$ cat src/rtl/bert_pkg.sv
package bert_pkg;
    typedef enum logic {
        DET_HUNT = 1'b0,
        DET_LOCK = 1'b1
    } det_state_e;
endpackage

$ cat src/rtl/bert_gen.sv
module bert_gen #(
    parameter int W = 32
) (
    input  logic                  clk,
    input  logic                  rst_n,
    input  logic                  step,
    input  logic                  rep_mode,
    input  logic                  invalid,
    input  logic [$clog2(W):0]    n,
    input  logic [$clog2(W):0]    y,
    input  logic [W-1:0]          pat,
    input  logic [$clog2(W)-1:0]  plen,
    output logic                  gen_bit
);
    localparam int PW = $clog2(W);
    localparam int LW = PW + 1;

    typedef struct packed {
        logic [W-1:0]  sr;
        logic [PW-1:0] idx;
        logic          bit_v;
    } gen_t;

    gen_t q, d;
    logic [W-1:0] mask, seed, sh_n, sh_y;
    logic fb;

    always_comb begin
        d    = q;
        mask = (n >= LW'(W)) ? '1 : ((W'(1) << n) - W'(1));
        // an all-zero live register is revived with a one
        seed = ((q.sr & mask) == '0) ? (q.sr | W'(1)) : q.sr;
        sh_n = seed >> (n - LW'(1));
        sh_y = seed >> (y - LW'(1));
        fb   = sh_n[0] ^ sh_y[0];
        if (invalid) begin
            d.bit_v = 1'b0;
        end else if (step) begin
            if (rep_mode) begin
                d.bit_v = pat[q.idx];
                d.idx   = (q.idx >= plen) ? '0 : q.idx + PW'(1);
            end else begin
                d.sr    = {seed[W-2:0], fb};
                d.bit_v = fb;
            end
        end
    end

    always_ff @(posedge clk) begin
        if (!rst_n) q <= '{sr: '1, idx: '0, bit_v: 1'b0};
        else        q <= d;
    end

    assign gen_bit = q.bit_v;
endmodule

$ cat src/rtl/bert_det.sv
module bert_det
    import bert_pkg::*;
#(
    parameter int W        = 32,
    parameter int SYNC_RUN = 32,
    parameter int LOS_WIN  = 64,
    parameter int LOS_THR  = 6
) (
    input  logic                  clk,
    input  logic                  rst_n,
    input  logic                  step,
    input  logic                  rx_bit,
    input  logic                  rep_mode,
    input  logic                  invalid,
    input  logic [$clog2(W):0]    n,
    input  logic [$clog2(W):0]    y,
    input  logic [W-1:0]          pat,
    input  logic [$clog2(W)-1:0]  plen,
    output logic                  locked,
    output logic                  bit_inc,
    output logic                  err_inc
);
    localparam int PW = $clog2(W);
    localparam int LW = PW + 1;
    localparam int RW = $clog2(SYNC_RUN + 1);
    localparam int WW = $clog2(LOS_WIN);
    localparam int MW = $clog2(LOS_THR + 1);

    typedef struct packed {
        det_state_e    st;
        logic [W-1:0]  sr;
        logic [PW-1:0] ph;
        logic [RW-1:0] run;
        logic [WW-1:0] win;
        logic [MW-1:0] wmis;
    } det_t;

    det_t q, d;
    logic [W-1:0]  mask, sh_n, sh_y;
    logic [PW-1:0] ph_nx;
    logic pred, mis, zero_ref;

    always_comb begin
        d        = q;
        bit_inc  = 1'b0;
        err_inc  = 1'b0;
        mask     = (n >= LW'(W)) ? '1 : ((W'(1) << n) - W'(1));
        sh_n     = q.sr >> (n - LW'(1));
        sh_y     = q.sr >> (y - LW'(1));
        pred     = rep_mode ? pat[q.ph] : (sh_n[0] ^ sh_y[0]);
        zero_ref = !rep_mode && ((q.sr & mask) == '0);
        mis      = rx_bit ^ pred;
        ph_nx    = (q.ph >= plen) ? '0 : q.ph + PW'(1);
        if (invalid) begin
            d.st  = DET_HUNT;
            d.run = '0;
        end else if (step) begin
            if (q.st == DET_HUNT) begin
                d.sr = {q.sr[W-2:0], rx_bit};
                if (mis || zero_ref) begin
                    d.run = '0;              // repeat mode: phase stays, i.e. slips
                end else begin
                    d.ph = ph_nx;
                    if (q.run == RW'(SYNC_RUN - 1)) begin
                        d.st   = DET_LOCK;
                        d.run  = '0;
                        d.win  = '0;
                        d.wmis = '0;
                    end else begin
                        d.run = q.run + RW'(1);
                    end
                end
            end else begin
                bit_inc = 1'b1;
                err_inc = mis;
                d.sr    = {q.sr[W-2:0], pred};   // free-running reference
                d.ph    = ph_nx;
                if (mis && (q.wmis == MW'(LOS_THR - 1))) begin
                    d.st  = DET_HUNT;
                    d.run = '0;
                end else if (q.win == WW'(LOS_WIN - 1)) begin
                    d.win  = '0;
                    d.wmis = '0;
                end else begin
                    d.win  = q.win + WW'(1);
                    d.wmis = q.wmis + MW'(mis);
                end
            end
        end
    end

    always_ff @(posedge clk) begin
        if (!rst_n) q <= '{st: DET_HUNT, sr: '0, ph: '0, run: '0, win: '0, wmis: '0};
        else        q <= d;
    end

    assign locked = (q.st == DET_LOCK);
endmodule

$ cat src/rtl/bert_cnt.sv
module bert_cnt #(
    parameter int CW = 32
) (
    input  logic          clk,
    input  logic          rst_n,
    input  logic          inc,
    input  logic          latch,
    output logic [CW-1:0] count
);
    typedef struct packed {
        logic [CW-1:0] acc;
        logic [CW-1:0] shown;
    } cnt_t;

    cnt_t q, d;

    always_comb begin
        d = q;
        if (latch) begin
            d.shown = q.acc;
            d.acc   = CW'(inc);
        end else if (q.acc != '1) begin
            d.acc = q.acc + CW'(inc);
        end
    end

    always_ff @(posedge clk) begin
        if (!rst_n) q <= '0;
        else        q <= d;
    end

    assign count = q.shown;
endmodule

$ cat src/rtl/prbs_bert.sv
module prbs_bert #(
    parameter int W        = 32,
    parameter int CNT_W    = 32,
    parameter int SYNC_RUN = 32,
    parameter int LOS_WIN  = 64,
    parameter int LOS_THR  = 6
) (
    input  logic                  clk,
    input  logic                  rst_n,
    input  logic                  bit_en,
    input  logic                  gen_en,
    input  logic                  dir_sys,
    input  logic                  pat_mode,
    input  logic [$clog2(W):0]    poly_n,
    input  logic [$clog2(W):0]    poly_y,
    input  logic [W-1:0]          rep_pat,
    input  logic [$clog2(W)-1:0]  rep_len_m1,
    input  logic                  cnt_latch,
    input  logic                  sys_tx_bit,
    input  logic                  line_rx_bit,
    output logic                  line_tx_bit,
    output logic                  sys_rx_bit,
    output logic                  cfg_err,
    output logic                  in_sync,
    output logic [CNT_W-1:0]      bit_count,
    output logic [CNT_W-1:0]      err_count
);
    localparam int LW = $clog2(W) + 1;

    typedef struct packed {
        logic cfg_err;
    } top_t;

    top_t q, d;
    logic invalid, gen_bit, det_rx, bit_inc, err_inc;

    always_comb begin
        invalid = !pat_mode && ((poly_n == '0) || (poly_n > LW'(W)) ||
                                (poly_y == '0) || (poly_y >= poly_n));
        d.cfg_err = invalid;
        det_rx      = dir_sys ? sys_tx_bit : line_rx_bit;
        line_tx_bit = (gen_en && !dir_sys) ? gen_bit : sys_tx_bit;
        sys_rx_bit  = (gen_en &&  dir_sys) ? gen_bit : line_rx_bit;
    end

    always_ff @(posedge clk) begin
        if (!rst_n) q <= '0;
        else        q <= d;
    end

    assign cfg_err = q.cfg_err;

    bert_gen #(.W(W)) i_gen (
        .clk(clk), .rst_n(rst_n), .step(bit_en && gen_en), .rep_mode(pat_mode),
        .invalid(invalid), .n(poly_n), .y(poly_y), .pat(rep_pat), .plen(rep_len_m1),
        .gen_bit(gen_bit)
    );

    bert_det #(.W(W), .SYNC_RUN(SYNC_RUN), .LOS_WIN(LOS_WIN), .LOS_THR(LOS_THR)) i_det (
        .clk(clk), .rst_n(rst_n), .step(bit_en), .rx_bit(det_rx), .rep_mode(pat_mode),
        .invalid(invalid), .n(poly_n), .y(poly_y), .pat(rep_pat), .plen(rep_len_m1),
        .locked(in_sync), .bit_inc(bit_inc), .err_inc(err_inc)
    );

    bert_cnt #(.CW(CNT_W)) i_bits (
        .clk(clk), .rst_n(rst_n), .inc(bit_inc), .latch(cnt_latch), .count(bit_count)
    );

    bert_cnt #(.CW(CNT_W)) i_errs (
        .clk(clk), .rst_n(rst_n), .inc(err_inc), .latch(cnt_latch), .count(err_count)
    );
endmodule

$ cat config.mk
export PLATFORM = sky130hd
export DESIGN_NAME = prbs_bert
export DESIGN_NICKNAME = d
export VERILOG_FILES = /design/src/rtl/bert_pkg.sv /design/src/rtl/bert_gen.sv /design/src/rtl/bert_det.sv /design/src/rtl/bert_cnt.sv /design/src/rtl/prbs_bert.sv
export SDC_FILE = /design/constraint.sdc
export NUM_CORES = 1
export LEC_CHECK = 0
export BUFFER_PORTS_ARGS = -buffer_cell sky130_fd_sc_hd__buf_2
export CORE_AREA = 10 10 207 209
export DETAILED_ROUTE_END_ITERATION = 8
export DIE_AREA = 0 0 217 219
export PLACE_DENSITY = 0.54
export SETUP_SLACK_MARGIN = 0.4
export SLEW_MARGIN = 20
export SYNTH_ARGS = -nofsm -noshare
export SYNTH_HDL_FRONTEND = slang
export SYNTH_SLANG_ARGS = --single-unit
$ cat constraint.sdc
create_clock -name clk -period 6.1 [get_ports clk]
set_input_delay 1.22 -clock clk [delete_from_list [all_inputs] [get_ports clk]]
set_output_delay 1.22 -clock clk [all_outputs]
set_load 0.005 [all_outputs]
==> key figures <==
STA
  – Slew headroom: a little under a third
  – Final period util: 85.7%
  – Worst hold margin: 0.485 ns
  – Final slew viol count: 0
  – Max Clk Rate: about 0.19 GHz
  – Setup WS post-layout: approximately 0.87 ns
  – Hold violation count in the final report: 0
  – RSZ-0062 raised after global routing: no
  – Setup violators final: 0
  – Transition time of the tightest slew-check pin: 1.04 ns
  – Final setup TNS: 0 ns
  – Clk_skew: 0.0152 ns
  – Final critical-path required period: 5.23 ns

CTS
  – Clock root cell: clkbuf_16
  – Num CTS Buffers: 24
  – Clock tree buffer depth: 3
  – Post-CTS Setup Bufs: 0
  – Resized Gates After CTS: 0
  – Hold buffers post-CTS: 0
  – CTS tree: done
  – H-tree Lvls: 1
  – Worst-path clk slew: 0.06 ns
  – Worst-Skew Late Latency: 0.53 ns
  – # clock sinks: 220

Floorplan
  – I/O pins: 126
  – DIE AREA: about 0.048 mm²
  – Row Count: 72
  – Initial core utilization: 34.5%
  – Core Box Area: 0.0386 mm²
  – Die H: 219 µm
  – Die W: 217 µm

Critical path
  – CP arrival: between 5 and 6 ns
  – Crit path kind: primary input to flop
  – Critical Path Sink Type: flop
  – WP data required: about 6.5 ns
  – Worst Path Max Fanout: 9
  – Crit start category: primary input

Pwr
  – Static Leakage: 6.09 nW
  – Peak VDD IR: 177 µV
  – Comb power frac: between 10% and 20%
  – Net Switching: between 0.8 and 0.9 mW
  – Clock power share: ~43%
  – Pint: 2.45 mW
  – Power Dens Cells: about 220 mW/mm²
  – Switching Fraction: between 20% and 30%
  – Seq pwr share: 44.5%

Global routing
  – First-pass GRT wire length: 63.6 mm
  – Initial antenna violation count: 2
  – Largest net degree at the start of global routing: 81
  – Tot GR Track Use: between 10% and 20%
  – Total grt overflow: 0
  – Vias in the first global route: 10900

Synthesis
  – Number of synthesized flops with an enable pin: 0
  – FFs w/ async S/R, synth: 0%
  – Yosys reg bits: 220
  – Mean Syn Cell Area: 8.85 µm²
  – Yosys warnings: 0
  – Post-Synthesis Cells: around 1500
  – Mapped Area: 0.0133 mm²
  – Seq/Total Area, Yosys: 33.1%
  – Ys flop type: dfxtp_1
  – Synth cell types: 87
  – Synthesized net count: roughly 1600

Drt
  – Via count: 11300
  – Initial DRC Count: 930
  – Vias per Instance: 5.44
  – Detail Route Antenna Nets: 0
  – Drt first pass iters: 5
  – Routed WL per cell: 19.5 µm
  – Routed WL: 40.4 mm
  – Drt drc: 0

Placed design
  – Buffers added on ports: 125
  – DP Worst Slack: 0.231 ns
  – Dpl cell area: 0.0140 mm²
  – Dpl hpwl: 30.2 mm
  – Gpl congestion: 0.981

Hold path
  – Min-delay worst type: flop to flop

Flow run
  – Max_cap viols: 0

Cells and area
  – Post-layout nets: ~1600
  – Layout area overhead: 11.2%
  – Final instance area: roughly 0.015 mm²
  – Layout cells sized above 1: 18.9%

Status
  – Outcome: complete, no violations
per-stage QoR:
| step | total power, mW | std cells | utilization, % |
|---|---|---|---|
| finish | 3.30 | 2071 | 38.4 |
| global route | 3.44 | 2071 | 38.4 |
| CTS | 3.34 | 2070 | 38.4 |
| detailed placement | 1.90 | 2027 | 36.3 |
| global placement | 1.90 | 2027 | 36.3 |
| floorplan | 1.77 | 1505 | - |
power by group through the flow:
| stage | sequential (mW) | clock, mW | combinational [mW] |
|---|---|---|---|
| after global placement | 1.50 | 0 | 0.396 |
| after floorplan | 1.49 | 0 | 0.281 |
| after global routing | 1.47 | 1.54 | 0.437 |
| after CTS | 1.47 | 1.47 | 0.398 |
| final | 1.47 | 1.43 | 0.404 |
| after detailed placement | 1.50 | 0 | 0.397 |
flip-flops by register name (all words and copies together) (netlist names):
signal	flops
i_bits.q	32
i_det.locked	1
cfg_err	1
i_errs.q	32
i_gen.gen_bit	1
i_bits.count	32
i_det.q	52
i_errs.count	32
i_gen.q	37
worst max-delay path: stages:
cell and delay [ns]:
buf_2 0.10, inv_1 0.10, ha_2 0.47, mux4_2 0.33, mux4_2 0.47, mux2_2 0.29, o211a_1 0.14, o31ai_2 0.27
xnor2_2 0.11, nor2_1 0.23, ha_1 0.22, ha_1 0.16, and3_1 0.20, nand3_1 0.18, nor2_1 0.28, nand2_1 0.15
nor2_1 0.27, nand4_1 0.16, xor2_1 0.18, nor2_1 0.06
cell families after synthesis:
| kind of cell | synth area share (%) |
|---|---|
| muxes | 17.9 |
| xor gates and xnor gates | 4.79 |
| adders and majority gates | 3.10 |
| buffers and inverters | 7.83 |
| AOI/OAI and AO/OA | 12.0 |
| DFF | 33.1 |
| and+or+nand+nor | 21.4 |
cell usage in the layout, fill, tap and decap left out, types with 7 or more instances in the layout:
cell	count
clkbuf_16	24
and2_1	13
a21o_1	8
xnor2_1	23
o31ai_1	7
nand3b_1	7
mux4_2	55
nor3_1	20
nand2b_1	15
or3_1	18
buf_4	38
and4_1	14
dfxtp_1	220
nand3_1	66
mux2i_1	107
inv_1	43
xor2_1	48
nor4_1	9
nor2_1	194
a211oi_1	9
and3_1	17
nor2b_1	10
nand4_1	24
o211ai_1	20
a31oi_1	11
nand2_1	144
a21oi_1	36
clkinv_2	7
buf_2	124
o21ai_0	39
ha_1	31
Yosys cell counts, types with 16 or more instances:
library cell / instances / area, µm²
or3_1: 18 / 113
o211ai_1: 20 / 150
o21ai_0: 39 / 195
buf_4: 66 / 495
mux4_2: 55 / 1240
nand3_1: 66 / 330
dfxtp_1: 220 / 4400
nand2b_1: 16 / 100
mux2i_1: 107 / 1070
nand2_1: 144 / 541
nand4_1: 24 / 150
xor2_1: 48 / 420
a21oi_1: 36 / 180
xnor2_1: 23 / 201
and3_1: 17 / 106
clkbuf_1: 61 / 229
inv_1: 43 / 161
nor3_1: 20 / 100
ha_1: 33 / 413
nor2_1: 194 / 728
layout make-up:
cell class / instances / area [µm²]
Fill cell: 3967 / 23800
Multi-Input combinational cell: 1082 / 7890
Sequential cell: 220 / 4400
Timing Repair Buffer: 162 / 906
Clock buffer: 33 / 664
Tap cell: 518 / 648
Inverter: 45 / 170
Clock inverter: 10 / 115
Antenna cell: 1 / 2.50
path summary, 6_finish.rpt:
path / start / endpoint / slack (ns) / cells after the start
hold / removal: i_bits.count[20] / i_bits.count[20] / 0.48 / 2
setup / recovery: poly_y[0] / i_errs.q[62] / 0.87 / 20
setup reg to reg: i_det.q[35] / i_errs.q[62] / 1.67 / 17
hold reg to reg: i_bits.count[20] / i_bits.count[20] / 0.48 / 2
metal layers:
layer	routed length (µm)	track usage (%)	share of wire, %	vias to the layer above
li1	-	-	-	5430
met1	17900	21.6	44	5409
met2	18700	26.4	46	350
met3	2700	3.59	6.7	84
met4	1160	5.10	2.9	2
met5	10	0	0.025	-
(Power assumes the default switching activity.)
